===== config.mk =====
export PLATFORM = sky130hd
export DESIGN_NAME = cpu_irq_iface
export DESIGN_NICKNAME = d
export VERILOG_FILES = /design/src/rtl/cpuif_pkg.sv /design/src/rtl/cpuif_arbiter.sv /design/src/rtl/cpuif_ctrl.sv /design/src/rtl/cpuif_datapath.sv /design/src/rtl/cpu_irq_iface.sv
export SDC_FILE = /design/constraint.sdc
export NUM_CORES = 1
export LEC_CHECK = 0
export BUFFER_PORTS_ARGS = -buffer_cell sky130_fd_sc_hd__buf_2
export CORE_ASPECT_RATIO = 0.7
export CORE_MARGIN = 3
export CORE_UTILIZATION = 40
export CTS_CLUSTER_SIZE = 10
export DETAILED_ROUTE_END_ITERATION = 8
export PLACE_DENSITY = 0.58
export SLEW_MARGIN = 20
export SYNTH_ARGS = -nofsm -noshare
export SYNTH_HDL_FRONTEND = slang
export SYNTH_SLANG_ARGS = --single-unit

===== constraint.sdc =====
create_clock -name clk -period 149.9 [get_ports clk]
set_clock_uncertainty 0.2 [all_clocks]
set_input_delay 29.98 -clock clk [delete_from_list [all_inputs] [get_ports clk]]
set_output_delay 29.98 -clock clk [all_outputs]
set_load 0.05 [all_outputs]

===== src/rtl/cpuif_pkg.sv =====
package cpuif_pkg;
  localparam logic [7:0] OFF_CTRL = 8'h00;
  localparam logic [7:0] OFF_MASK = 8'h04;
  localparam logic [7:0] OFF_SPLIT = 8'h08;
  localparam logic [7:0] OFF_ACK = 8'h0C;
  localparam logic [7:0] OFF_EOI = 8'h10;
  localparam logic [7:0] OFF_RUN = 8'h14;
  localparam logic [7:0] OFF_PEEK = 8'h18;
  localparam int SPLIT_W = 3;
  localparam int SPLIT_MIN = 2;
  localparam int SPURIOUS = 1023;

  typedef struct packed {
    logic wrCtrl;
    logic wrMask;
    logic wrSplit;
    logic doAck;
    logic doEoi;
  } strobe_t;
endpackage


===== src/rtl/cpuif_arbiter.sv =====
module cpuif_arbiter #(
  parameter int NUM_IRQ = 16,
  parameter int PRIO_W = 8,
  parameter int ID_W = 10
) (
  input  logic [NUM_IRQ-1:0]        candVec,
  input  logic [NUM_IRQ*PRIO_W-1:0] prioFlat,
  output logic                      bestValid,
  output logic [ID_W-1:0]           bestId,
  output logic [PRIO_W-1:0]         bestPrio
);
  always_comb begin
    bestValid = 1'b0;
    bestId = '0;
    bestPrio = '1;
    // strict compare keeps the earlier (lower) ID on a tie
    for (int i = 0; i < NUM_IRQ; i++) begin
      if (candVec[i] && (!bestValid || prioFlat[i*PRIO_W +: PRIO_W] < bestPrio)) begin
        bestValid = 1'b1;
        bestPrio = prioFlat[i*PRIO_W +: PRIO_W];
        bestId = ID_W'(i);
      end
    end
  end
endmodule


===== src/rtl/cpuif_ctrl.sv =====
module cpuif_ctrl
  import cpuif_pkg::*;
#(
  parameter int ID_W = 10
) (
  input  logic            regWe,
  input  logic            regRe,
  input  logic [7:0]      regAddr,
  input  logic [ID_W-1:0] wrId,
  input  logic            qualify,
  input  logic            stackEmpty,
  input  logic [ID_W-1:0] topId,
  output strobe_t         strb
);
  logic ackHit;

  assign ackHit = regRe && (regAddr == OFF_ACK) && qualify;

  always_comb begin
    strb.wrCtrl = regWe && (regAddr == OFF_CTRL);
    strb.wrMask = regWe && (regAddr == OFF_MASK);
    strb.wrSplit = regWe && (regAddr == OFF_SPLIT);
    strb.doAck = ackHit;
    strb.doEoi = regWe && (regAddr == OFF_EOI) && !stackEmpty &&
                 (wrId == topId) && !ackHit;
  end
endmodule


===== src/rtl/cpuif_datapath.sv =====
module cpuif_datapath
  import cpuif_pkg::*;
#(
  parameter int PRIO_W = 8,
  parameter int ID_W = 10,
  parameter int STACK_DEPTH = 4,
  localparam int PTR_W = $clog2(STACK_DEPTH + 1),
  localparam int IDX_W = (STACK_DEPTH > 1) ? $clog2(STACK_DEPTH) : 1
) (
  input  logic               clk,
  input  logic               rstN,
  input  strobe_t            strb,
  input  logic [7:0]         regAddr,
  input  logic [31:0]        regWdata,
  input  logic               bestValid,
  input  logic [ID_W-1:0]    bestId,
  input  logic [PRIO_W-1:0]  bestPrio,
  output logic [31:0]        regRdata,
  output logic               irqOut,
  output logic               qualify,
  output logic               stackEmpty,
  output logic [ID_W-1:0]    topId,
  output logic               ackValid,
  output logic [ID_W-1:0]    ackId,
  output logic               eoiValid,
  output logic [ID_W-1:0]    eoiId,
  output logic               ctrlEn,
  output logic [SPLIT_W-1:0] splitReg,
  output logic [PRIO_W-1:0]  runPrio,
  output logic [PTR_W-1:0]   depth
);
  logic [PRIO_W-1:0] maskReg;
  logic [PRIO_W-1:0] stkPrio [STACK_DEPTH];
  logic [ID_W-1:0]   stkId [STACK_DEPTH];
  logic [PRIO_W-1:0] groupMask;
  logic [IDX_W-1:0]  topIdx;
  logic [IDX_W-1:0]  pushIdx;
  logic              stackFull;
  logic              unusedWdata;

  assign unusedWdata = ^regWdata;

  always_comb begin
    for (int k = 0; k < PRIO_W; k++) groupMask[k] = (k > int'(splitReg));
  end

  assign stackEmpty = (depth == '0);
  assign stackFull = (depth == PTR_W'(STACK_DEPTH));
  assign topIdx = IDX_W'(depth - 1'b1);
  assign pushIdx = IDX_W'(depth);
  assign runPrio = stackEmpty ? '1 : stkPrio[topIdx];
  assign topId = stackEmpty ? '0 : stkId[topIdx];

  assign qualify = bestValid && (bestPrio < maskReg) &&
                   ((bestPrio & groupMask) < runPrio) && !stackFull;
  assign irqOut = ctrlEn && qualify;

  always_comb begin
    case (regAddr)
      OFF_CTRL:  regRdata = {31'b0, ctrlEn};
      OFF_MASK:  regRdata = 32'(maskReg);
      OFF_SPLIT: regRdata = 32'(splitReg);
      OFF_ACK:   regRdata = qualify ? 32'(bestId) : 32'(SPURIOUS);
      OFF_RUN:   regRdata = 32'(runPrio);
      OFF_PEEK:  regRdata = bestValid ? 32'(bestId) : 32'(SPURIOUS);
      default:   regRdata = '0;
    endcase
  end

  always_ff @(posedge clk) begin
    if (!rstN) begin
      ctrlEn <= 1'b0;
      maskReg <= '0;
      splitReg <= SPLIT_W'(SPLIT_MIN);
      depth <= '0;
      ackValid <= 1'b0;
      ackId <= '0;
      eoiValid <= 1'b0;
      eoiId <= '0;
      for (int s = 0; s < STACK_DEPTH; s++) begin
        stkPrio[s] <= '1;
        stkId[s] <= '0;
      end
    end else begin
      ackValid <= strb.doAck;
      eoiValid <= strb.doEoi;
      if (strb.wrCtrl) ctrlEn <= regWdata[0];
      if (strb.wrMask) maskReg <= regWdata[PRIO_W-1:0];
      if (strb.wrSplit)
        splitReg <= (regWdata[SPLIT_W-1:0] < SPLIT_W'(SPLIT_MIN)) ?
                    SPLIT_W'(SPLIT_MIN) : regWdata[SPLIT_W-1:0];
      if (strb.doAck) begin
        ackId <= bestId;
        stkPrio[pushIdx] <= bestPrio & groupMask;
        stkId[pushIdx] <= bestId;
        depth <= depth + 1'b1;
      end else if (strb.doEoi) begin
        eoiId <= topId;
        depth <= depth - 1'b1;
      end
    end
  end
endmodule


===== src/rtl/cpu_irq_iface.sv =====
module cpu_irq_iface
  import cpuif_pkg::*;
#(
  parameter int NUM_IRQ = 16,
  parameter int PRIO_W = 8,
  parameter int ID_W = 10,
  parameter int STACK_DEPTH = 4
) (
  input  logic                      clk,
  input  logic                      rstN,
  input  logic [NUM_IRQ-1:0]        candVec,
  input  logic [NUM_IRQ*PRIO_W-1:0] prioFlat,
  input  logic                      regWe,
  input  logic                      regRe,
  input  logic [7:0]                regAddr,
  input  logic [31:0]               regWdata,
  output logic [31:0]               regRdata,
  output logic                      irqOut,
  output logic                      ackValid,
  output logic [ID_W-1:0]           ackId,
  output logic                      eoiValid,
  output logic [ID_W-1:0]           eoiId
);
  localparam int PTR_W = $clog2(STACK_DEPTH + 1);

  strobe_t             strb;
  logic                bestValid;
  logic [ID_W-1:0]     bestId;
  logic [PRIO_W-1:0]   bestPrio;
  logic                qualify;
  logic                stackEmpty;
  logic [ID_W-1:0]     topId;
  logic                ctrlEn;
  logic [SPLIT_W-1:0]  splitReg;
  logic [PRIO_W-1:0]   runPrio;
  logic [PTR_W-1:0]    depth;
  logic                doAck;
  logic                doEoi;

  assign doAck = strb.doAck;
  assign doEoi = strb.doEoi;

  cpuif_arbiter #(.NUM_IRQ(NUM_IRQ), .PRIO_W(PRIO_W), .ID_W(ID_W)) u_arb (
    .candVec(candVec), .prioFlat(prioFlat),
    .bestValid(bestValid), .bestId(bestId), .bestPrio(bestPrio)
  );

  cpuif_ctrl #(.ID_W(ID_W)) u_ctrl (
    .regWe(regWe), .regRe(regRe), .regAddr(regAddr),
    .wrId(regWdata[ID_W-1:0]), .qualify(qualify),
    .stackEmpty(stackEmpty), .topId(topId), .strb(strb)
  );

  cpuif_datapath #(.PRIO_W(PRIO_W), .ID_W(ID_W), .STACK_DEPTH(STACK_DEPTH)) u_dp (
    .clk(clk), .rstN(rstN), .strb(strb), .regAddr(regAddr), .regWdata(regWdata),
    .bestValid(bestValid), .bestId(bestId), .bestPrio(bestPrio),
    .regRdata(regRdata), .irqOut(irqOut), .qualify(qualify),
    .stackEmpty(stackEmpty), .topId(topId),
    .ackValid(ackValid), .ackId(ackId), .eoiValid(eoiValid), .eoiId(eoiId),
    .ctrlEn(ctrlEn), .splitReg(splitReg), .runPrio(runPrio), .depth(depth)
  );
endmodule


==> parameters.txt, run 1 <==
Parameter                              Value

Run status
  Run status    finished clean

Timing
  Worst Tran Pin Value    1100 ps
  Setup-failing EPs final    0
  Final-report max-slew violation count    0
  Hold violation count in the final report    0
  Highest achievable clock rate    between 10 and 15 MHz
  Setup repair after global routing missed its margin    false
  Period utilization    65.2%
  Crit path time final    97740 ps
  Relative max-transition margin    26.2%
  Summed negative setup slack over all endpoints    0 ps

Critical path
  Crit path to    regRdata[5]
  Kind of cell with the highest combined delay on the critical path    compound AO/OA/AOI/OAI gates
  Kind of start point of the critical path    primary input
  Worst r2r dst    u_dp.stkId[1][1]
  Buffers & Inverters on Critical Path    19
  Logic depth of the worst path, buffers included    160
  Worst r2r src    u_dp.depth[1]
  Worst setup slack for register-to-register paths    143960 ps
  CP Data Arrival Time    67560 ps
  Critical Path End Type    primary output
  Worst r2r path cells    13
  Critical path start-end classification    in2out
  Launching instance or port of the critical path    candVec[0]
  Maximum fanout along the worst path    25
  Worst path most repeated cell    a21o_1
  Maximum cell stage delay along the critical path    770 ps
  Cell with the largest stage delay on the worst path    a211oi_4
  Required time of the critical path    roughly 120000 ps

Routing
  Routed WL    32000 um
  Routed length per placed instance    between 15 and 20 um
  Initial detailed-routing violation count    around 760
  Routed via count    10300
  Via/cell ratio    5.75
  Detailed-routing iteration count for the pre-antenna-repair pass    5
  Residual antenna-violating net count after detailed routing    0
  Post-detailed-route DRC marker count    0

Final layout
  Post-Route Utilization    46.5%
  Fillers    about 2500
  Area taken by multi-input logic gates    approximately 7500 um^2
  NumNets Final    1746
  Area growth syn-to-layout    12.9%
  Sequential cell area    1940 um^2
  Fraction of final layout cells with drive strength greater than 1    21.1%

Floorplan
  Initial standard-cell utilization of the core    41.2%
  Die Height    between 100 and 150 um
  Die X-Extent    198 um
  Standard-cell rows    48
  Number of top-level pins    243
  Die area    between 20000 and 30000 um^2
  Area of the placeable core    approximately 25000 um^2

Synth
  Mapped cell area    10300 um^2
  Dominant cells by area after synthesis    edfxtp_1, ha_1, dfxtp_1
  Total of flip-flops plus latches after synthesis    73
  Biggest area consumer among synthesized cells    edfxtp_1
  Number of enable-type register cells in the synthesized netlist    48
  Leading cell type by number of instances after synthesis    inv_1
  Most common library cells after synthesis    inv_1, nor2_1, nand2_1
  Share of the yosys chip area belonging to registers    around a fifth
  Synth Instances    1305
  Synthesized area divided by synthesized cell count    7.87 um^2
  Predominant post-synthesis flop cell    edfxtp_1
  Count of different cell masters after synthesis    108
  Async S/R FF share, synth    0%
  Yosys synthesis warning count    0
  Top cell type's share of synthesized area    14.0%

Clock network
  TritonCTS clock tree    built
  Skew-Pair Late Insertion Delay    between 300 and 400 ps
  Post-CTS setup repair buffer count    0
  Cell at the root of the clock tree    clkbuf_16
  Hold_buf cts    0
  TritonCTS buffer count    9
  Depth of the CTS H-tree    3
  Clock-pin slew of the registers on the worst-case setup and hold paths    60 ps
  Clock Path Buffers    2
  Sinks on the clock net    73
  Total of cells resized after clock tree synthesis    0

Global routing
  Via count of the first global-routing pass    9552
  Overflow after GRT    0
  Combined global-route utilization of all metal layers    22.6%
  Number of antenna violations at the first check in global routing    7
  Largest net degree at the start of global routing    33
  First-pass GRT wire length    50900 um

Pwr
  Leak pwr    between 5 and 6 nW
  Power Dens Cells    21.5 nW/um^2
  Final Total Pwr    0.249 mW
  Max VDD drop    20.5 uV

Placed design
  Final estimated routing congestion in global placement    0.906
  Placed wire-length estimate after detailed placement    between 20000 and 30000 um
  IO buf count    186

Worst hold path
  Worst Hold Depth    2
  Worst min path class    reg2reg

Flow run
  Max_cap viols    0
## layout make-up
class / instances / area share (%)
Antenna cell: 2 / 0.0432
Clock buffer: 10 / 1.97
Clock inverter: 6 / 0.367
Inverter: 122 / 3.95
Multi-Input combinational cell: 1062 / 64.9
Sequential cell: 73 / 16.7
Tap cell: 325 / 3.51
Timing Repair Buffer: 194 / 8.55
## power breakdown
group | total [mW] | internal (mW) | switching (mW)
clock network | 0.0201 | 0.0112 | 0.00887
logic | 0.208 | 0.0797 | 0.128
registers | 0.0216 | 0.0216 | 0.0000585
## worst reg2reg max path: stages (launching register included)
cell       delay (ps)
dfxtp_1           430
inv_1             150
ha_1              770
mux4_2            430
nor2_1            200
ha_1              280
a211o_1           310
a221o_1           270
a2111oi_0         500
o21ai_1           410
nor2_1            270
inv_1             240
or4_1             550
nand2_1           540
## registers in the layout, indices dropped and copies added, names as in the netlist
name and cells:
u_dp.stkPrio 32, u_dp.stkId 16, u_dp.maskReg 8, u_dp.ackId 4, u_dp.eoiId 4, u_dp.depth 3
u_dp.splitReg 3, u_dp.ackValid 1, u_dp.ctrlEn 1, u_dp.eoiValid 1
## through the flow
step / hold slack [ps] / std cells / cell area (um^2) / setup slack [ps]
2_1_floorplan: 249 / 1338 / 10400 / 57540
3_3_place_gp: 256 / 1776 / 11300 / 52750
3_5_place_dp: 263 / 1776 / 11300 / 52050
4_1_cts: 275 / 1792 / 11600 / 51980
5_1_grt: 297 / 1793 / 11600 / 48890
6_report: 268 / 1794 / 11600 / 52160
## worst min-delay path by stage
stage	slack, ps	endpoint	start
2_1_floorplan	250	u_dp.maskReg[0]	u_dp.maskReg[0]
3_3_place_gp	260	u_dp.eoiId[0]	u_dp.eoiId[0]
3_5_place_dp	260	u_dp.eoiId[2]	u_dp.eoiId[2]
4_1_cts	270	u_dp.eoiId[2]	u_dp.eoiId[2]
5_1_grt	300	u_dp.eoiId[2]	u_dp.eoiId[2]
6_report	270	u_dp.eoiId[2]	u_dp.eoiId[2]
## routing by layer
layer | share of wire (%) | global-route usage [%]
met2 | 41 | 33.2
met5 | 0.18 | 0
met4 | 0.96 | 3.09
met1 | 50 | 34.7
met3 | 8.1 | 4.76
## cells in the final DEF, fill, tap and decap left out, types with 35 or more instances in the layout
master and n:
o21ai_0 68, nand2_1 108, inv_1 120, edfxtp_1 48
a21oi_1 99, ha_1 96, buf_2 186, a21o_1 35
nor2_1 112, nand3_1 37
## cell families (layout without fill, tap and decap cells)
| kind of cell | after synthesis | in the layout | share of synthesized area [%] |
|---|---|---|---|
| AOI/OAI and AO/OA | 407 | 407 | 28.3 |
| DFF | 73 | 73 | 18.9 |
| adders and majority gates | 102 | 102 | 12.3 |
| and+or+nand+nor | 444 | 444 | 21.9 |
| buffers and inverters | 203 | 332 | 9.16 |
| muxes | 63 | 63 | 8.33 |
| xor gates and xnor gates | 12 | 12 | 1.02 |
| other | 1 | 36 | 0.0365 |
No activity file was read; power rests on OpenSTA's default activity.
==> run 2, diff against run 1 <==
ABC_AREA = 1   (was unset)
PLACE_DENSITY = 0.59   (was 0.58)
clock period = 98.5 ns   (was 149.9 ns; I/O delays follow)
==> run 2 against run 1 <==
First-iteration DRC count up 5.9%. Flip-flop and latch count unchanged. Sequential share of layout area rose by 2.3 points. Non-clock buffer count down 5. Critical endpoint is now regRdata[0]. Highest routed layer unchanged.
==> parameters.txt, run 2 <==
Parameter                              Value

Placed design
  Final estimated routing congestion in global placement    0.934 (+3.1%)
  Place WS    35400 ps (-16650 ps)
  IO buf count    186 (unchanged)
  Placed wire-length estimate after detailed placement    22400 um (-15%)

Synth
  Biggest area consumer among synthesized cells    nand2_1
  Yosys synthesis warning count    0 (unchanged)
  Mapped cell area    9060 um^2 (-12%)
  Synthesized area divided by synthesized cell count    6.55 um^2 (-17%)
  Leading cell type by number of instances after synthesis    nand2_1
  Number of enable-type register cells in the synthesized netlist    48 (unchanged)
  Most common library cells after synthesis    nand2_1, inv_1, nor2_1
  Share of the yosys chip area belonging to registers    21.4% (+2.5 points)
  Top cell type's share of synthesized area    16.1% (+2.0 points)
  Predominant post-synthesis flop cell    edfxtp_1
  Count of different cell masters after synthesis    45 (-58%)
  Total of flip-flops plus latches after synthesis    73 (unchanged)
  Dominant cells by area after synthesis    nand2_1, edfxtp_1, ha_1
  Async S/R FF share, synth    0% (unchanged)
  Synth Instances    1383 (+6.0%)

Timing
  Relative max-transition margin    28.9% (+2.7 points)
  Summed negative setup slack over all endpoints    0 ps (unchanged)
  Setup repair after global routing missed its margin    false
  Highest achievable clock rate    15.8 MHz
  Crit path time final    63370 ps
  Worst Tran Pin Value    1060 ps (-49.4 ps)
  Hold violation count in the final report    0 (unchanged)
  Post-route setup slack    35130 ps (-17030 ps)
  Setup-failing EPs final    0 (unchanged)
  Period utilization    64.3%
  Final-report max-slew violation count    0 (unchanged)
  Worst hold margin    268 ps (-0.269 ps)

Pwr
  Sw Pwr    0.0914 mW (-33%)
  Logic pwr share    64.1% (-19 points)
  Net Sw Frac    50.5% (-4.3 points)
  Internal power consumption    0.0895 mW (-20%)
  Max VDD drop    7.77 uV (-62%)
  Leak pwr    5.27 nW (+3.2%)
  Power Dens Cells    17.8 nW/um^2 (-17%)
  Register share of total power    18.2% (+9.5 points)
  Clock share of power    17.7% (+9.6 points)

Final layout
  Fraction of final layout cells with drive strength greater than 1    18.6% (-2.4 points)
  Area growth syn-to-layout    12.3%
  NumNets Final    1831 (+4.9%)
  Post-Route Utilization    46.3% (-0.21 points)
  Reg with most FFs    u_dp.stkPrio
  Registers with the most flip-flops    u_dp.stkPrio: 32 flops, u_dp.stkId: 16 flops, u_dp.maskReg: 8 flops
  Flip-flop count of the largest register, all copies and words added    32 (unchanged)
  Most common library cell in the layout ignoring fill and taps    nand2_1
  Most used cells in the layout excluding fill and tap cells    nand2_1, buf_2, inv_1, nor2_1, nand3_1
  Inserted Diodes    0 (-2)

Clock network
  Hold_buf cts    0 (unchanged)
  TritonCTS clock tree    built
  TritonCTS buffer count    9 (unchanged)
  Clock Path Buffers    2 (unchanged)
  Clock-pin slew of the registers on the worst-case setup and hold paths    60 ps (about the same)
  Post-CTS setup repair buffer count    0 (unchanged)
  Skew-Pair Late Insertion Delay    340 ps (about the same)
  Sinks on the clock net    73 (unchanged)
  Cell at the root of the clock tree    clkbuf_16
  Depth of the CTS H-tree    3 (unchanged)
  Total of cells resized after clock tree synthesis    0 (unchanged)

Global routing
  GRT met2 Usage    31.0% (-2.2 points)
  Number of antenna violations at the first check in global routing    1 (-6)
  First-pass GRT wire length    42400 um (-17%)
  Met1 track demand over resource    33.5% (-1.2 points)
  Met3 usage    3.23% (-1.5 points)
  Combined global-route utilization of all metal layers    21.3% (-1.3 points)
  Via count of the first global-routing pass    8354 (-13%)
  Most Crowded Layer GR    met1
  Overflow after GRT    0 (unchanged)
  Largest net degree at the start of global routing    37 (+12%)

Critical path
  Worst path most repeated cell    nand2_2
  Required time of the critical path    78600 ps (-41120 ps)
  Cell with the largest stage delay on the worst path    o21ai_0
  Kind of start point of the critical path    primary input
  Critical path start-end classification    in2out
  Maximum cell stage delay along the critical path    440 ps (-330 ps)
  Maximum fanout along the worst path    17 (-32%)
  CP Data Arrival Time    43470 ps (-24090 ps)
  Critical Path End Type    primary output

Floorplan
  Die area    24500 um^2 (-11%)
  Number of top-level pins    243 (unchanged)
  Initial standard-cell utilization of the core    41.2% (about the same)
  Die X-Extent    186 um (-5.9%)
  Standard-cell rows    45 (-6.3%)
  Die Height    132 um (-5.8%)
  Area of the placeable core    22000 um^2 (-12%)

Flow run
  Max_cap viols    0 (unchanged)

Routing
  Via/cell ratio    5.09 (-11%)
  Routed via count    9332 (-9.5%)
  Detailed-routing iteration count for the pre-antenna-repair pass    5 (unchanged)
  Post-detailed-route DRC marker count    0 (unchanged)
  Routed length per placed instance    14.8 um (-17%)
  Routed WL    27200 um (-15%)
  Initial detailed-routing violation count    804 (+5.9%)
  Residual antenna-violating net count after detailed routing    0 (unchanged)

Run status
  Run status    finished clean

Worst hold path
  Worst min path class    reg2reg
-- run 2: cell count changes in the layout (fill, tap and decap cells not counted), sizes merged, moves of 18 or more --
cell / change
a21o: -34
o21ai: +27
nor3: -26
nand3: +79
mux2: -26
nand2b: -22
a21oi: -48
mux2i: -25
nor2b: -18
o211ai: -19
nand2: +339
inv: +49
-- run 2: cells by family (layout without fill, tap and decap cells) --
kind of cell    count (synthesis)  after routing  share of synthesized area [%]
compound gates                218            218                           13.6
xor+xnor                        5              5                          0.483
fa+ha+maj                      96             96                           13.3
buf+inv                       239            375                           13.8
flops                          73             73                           21.4
other cells                     1             34                         0.0414
simple gates                  751            751                           37.4
-- run 2: layout make-up --
cell class                      count  area (um^2)
Tap cell                          282          353
Sequential cell                    73         1940
Clock buffer                       10          239
Fill cell                        2349        11800
Multi-Input combinational cell   1104         5990
Clock inverter                      6         48.8
Timing Repair Buffer              189          953
Inverter                          170          646
-- run 2: metrics by stage --
stage / instances / total power, mW / cell area, um^2
2_1_floorplan: 1416 / 0.125 / 9180
3_3_place_gp: 1818 / 0.147 / 9880
3_5_place_dp: 1818 / 0.149 / 9880
4_1_cts: 1834 / 0.181 / 10200
5_1_grt: 1834 / 0.201 / 10200
6_report: 1834 / 0.181 / 10200
-- run 2: metal layers --
metal	wire length (um)	share of wire, %
met3	2160	7.9
met4	243	0.89
met1	14000	52
met2	10700	40
met5	8	0.029
-- run 2: power by group through the flow --
stage	clock, mW	combinational (mW)	sequential, mW
after global routing	0.0337	0.135	0.0329
final	0.0320	0.116	0.0328
after floorplan	0	0.0913	0.0335
after CTS	0.0325	0.116	0.0328
after detailed placement	0	0.115	0.0335
after global placement	0	0.114	0.0335
-- run 2: worst max-delay path: cells and delay by family --
kind | cells | cell delay, ps
buf+inv | 4 | 790
simple gates | 64 | 6700
fa+ha+maj | 16 | 4800
compound gates | 51 | 11390
-- run 2: path summary, 6_finish.rpt --
kind	slack [ps]	depth (start not counted)	startpoint	to
worst max-delay path	35130	135	candVec[0]	regRdata[0]
worst min-delay path	270	2	u_dp.ackId[0]	u_dp.ackId[0]
worst max register to register	92220	16	u_dp.depth[1]	u_dp.stkPrio[1][0]
worst min register to register	270	2	u_dp.ackId[0]	u_dp.ackId[0]
==> run 3, diff against run 2 <==
ABC_AREA = 0   (was 1)
PLACE_DENSITY = 0.61   (was 0.59)
clock period = 53.3 ns   (was 98.5 ns; I/O delays follow)
==> run 3 against run 2 <==
Sequential power rose by 85%. Final area rose by 25%. Via count rose by 14%. Sequential share of layout area fell by 3.8 points. Power rose to 4.5 times the previous value. Worst setup slack got worse by 33000 ps.
==> parameters.txt, run 3 (same netlist as run 1, synthesis figures left out) <==
Parameter                              Value

Placed design
  Place WS    -500 ps (-35900 ps)
  Final estimated routing congestion in global placement    0.892 (-4.5%)
  IO buf count    186 (unchanged)
  Placed wire-length estimate after detailed placement    26900 um (+20%)

Critical path
  Kind of start point of the critical path    primary input
  Critical path start-end classification    in2out
  Cell with the largest stage delay on the worst path    or3_4
  Worst r2r dst    u_dp.stkPrio[1][1]
  Worst path most repeated cell    ha_1
  Worst r2r src    u_dp.depth[1]
  Maximum fanout along the worst path    11 (-6)
  Worst setup slack for register-to-register paths    47880 ps (-44340 ps)
  Worst r2r path cells    14 (-2)
  CP Data Arrival Time    40600 ps (-2870 ps)
  Maximum cell stage delay along the critical path    430 ps (about the same)
  Required time of the critical path    42440 ps (-36160 ps)
  Critical Path End Type    primary output

Timing
  Setup-failing EPs final    0 (unchanged)
  Summed negative setup slack over all endpoints    0 ps (unchanged)
  Hold violation count in the final report    0 (unchanged)
  Period utilization    96.5%
  Worst Tran Pin Value    1040 ps (-13.1 ps)
  Highest achievable clock rate    19.4 MHz
  Relative max-transition margin    30.3% (+1.4 points)
  Crit path time final    roughly 51000 ps
  Post-route setup slack    1840 ps (-33290 ps)
  Final-report max-slew violation count    0 (unchanged)

Routing
  Post-detailed-route DRC marker count    0 (unchanged)
  Residual antenna-violating net count after detailed routing    0 (unchanged)
  Routed length per placed instance    17.8 um (+20%)
  Routed via count    10700 (+14%)
  Initial detailed-routing violation count    702 (-13%)
  Routed WL    33500 um (+23%)
  Detailed-routing iteration count for the pre-antenna-repair pass    5 (unchanged)
  Via/cell ratio    5.68 (+12%)

Run status
  Run status    finished clean

Global routing
  Number of antenna violations at the first check in global routing    6 (+5)
  Combined global-route utilization of all metal layers    23.2% (+1.9 points)
  Largest net degree at the start of global routing    32 (-14%)
  Via count of the first global-routing pass    9916 (+19%)
  First-pass GRT wire length    52100 um (+23%)
  Overflow after GRT    0 (unchanged)

Pwr
  Register share of total power    7.5% (-11 points)
  Clock share of power    7.0% (-11 points)
  Internal power consumption    0.395 mW (+340%)
  Power Dens Cells    64.1 nW/um^2 (+260%)
  Max VDD drop    70.2 uV (+800%)
  Sw Pwr    0.417 mW (+360%)
  Final Total Pwr    0.812 mW (+350%)
  Logic pwr share    85.6% (+22 points)
  Leak pwr    5.58 nW (+5.8%)
  Net Sw Frac    51.4% (+0.85 points)

Clock network
  Clock Path Buffers    2 (unchanged)
  Skew-Pair Late Insertion Delay    340 ps (about the same)
  Cell at the root of the clock tree    clkbuf_16
  Clock-pin slew of the registers on the worst-case setup and hold paths    60 ps (about the same)
  Depth of the CTS H-tree    3 (unchanged)
  TritonCTS clock tree    built
  Sinks on the clock net    73 (unchanged)
  TritonCTS buffer count    9 (unchanged)

Floorplan
  Standard-cell rows    48 (+6.7%)
  Die Height    140 um (+6.2%)
  Area of the placeable core    24900 um^2 (+14%)
  Die X-Extent    198 um (+6.3%)
  Initial standard-cell utilization of the core    41.2% (about the same)
  Number of top-level pins    243 (unchanged)
  Die area    27700 um^2 (+13%)

Final layout
  Reg with most FFs    u_dp.stkPrio
  Registers with the most flip-flops    u_dp.stkPrio: 32 flops, u_dp.stkId: 16 flops, u_dp.maskReg: 8 flops
  Flip-flop count of the largest register, all copies and words added    32 (unchanged)
  Most common library cell in the layout ignoring fill and taps    buf_2
  Post-Route Utilization    50.8% (+4.5 points)
  NumNets Final    1827 (-0.22%)
  Area growth syn-to-layout    23.3%
  Fraction of final layout cells with drive strength greater than 1    30.2% (+12 points)
  Most used cells in the layout excluding fill and tap cells    buf_2, inv_1, nand2_1, nor2_1, ha_1

Worst hold path
  Worst min path class    reg2reg
  Worst Hold Depth    2 (unchanged)
  Worst-case hold path end point    u_dp.eoiId[3]
  Min-delay src    u_dp.eoiId[3]

Flow run
  Max_cap viols    0 (unchanged)
## run 3: changes by cell type in the layout (fill, tap and decap cells not counted), sizes merged, moves of 25 or more
| cell | delta |
|---|---|
| buf | +82 |
| nand3 | -79 |
| mux2i | +25 |
| a21o | +34 |
| inv | -49 |
| nand2 | -339 |
| nor3 | +26 |
| o21ai | -27 |
| mux2 | +26 |
| a21oi | +48 |
## run 3: worst max path at each step
stage | slack [ps] | depth (start not counted) | from | end
floorplan | -100 | 178 | candVec[0] | regRdata[9]
global placement | -210 | 167 | candVec[0] | regRdata[7]
detailed placement | -500 | 167 | candVec[0] | regRdata[7]
CTS | 70 | 169 | candVec[0] | regRdata[7]
global route | -220 | 171 | candVec[0] | regRdata[7]
finish | 1840 | 171 | candVec[0] | regRdata[4]
## run 3: critical path: cells and delay by family
| family | cells | cell delay, ps |
|---|---|---|
| compound gates | 77 | 13530 |
| simple gates | 42 | 6860 |
| fa+ha+maj | 16 | 4150 |
| buf+inv | 29 | 3610 |
| mux | 7 | 1700 |
## run 3: power by group through the flow
stage	sequential, mW	clock, mW	combinational (mW)
CTS	0.0608	0.0569	0.619
floorplan	0.0620	0	0.446
detailed placement	0.0620	0	0.612
finish	0.0608	0.0564	0.694
global placement	0.0620	0	0.602
global route	0.0608	0.0595	0.769
## run 3: stage by stage
step                      instances  hold WS (ps)  cell area (um^2)
after floorplan                1338           249             10400
after global placement         1823           259             11700
after detailed placement       1823           260             11700
after CTS                      1841           270             12000
after global routing           1875           300             12700
final                          1877           265             12700
## run 3: cell type report
class                           count  area (um^2)
Clock inverter                      3         16.3
Sequential cell                    73         1940
Tap cell                          325          407
Antenna cell                        4         10.0
Fill cell                        2403        12300
Multi-Input combinational cell   1062         7950
Inverter                          122          460
Clock buffer                       13          250
Timing Repair Buffer              275         1640
## run 3: timing repair
action,in CTS,in global routing
hold buffers,0,0
pin swaps,0,38
resized for setup,8,119
setup endpoints to repair,11,11
buffers inserted,2,32
## run 3: layer usage
metal	track usage, %	wire (um)	share of wire [%]	up-vias
met5	0	46	0.14	-
met4	4.09	440	1.3	6
met3	5.39	2720	8.1	31
met2	33.4	13700	41	369
met1	35.4	16600	50	4962
li1	-	-	-	5284
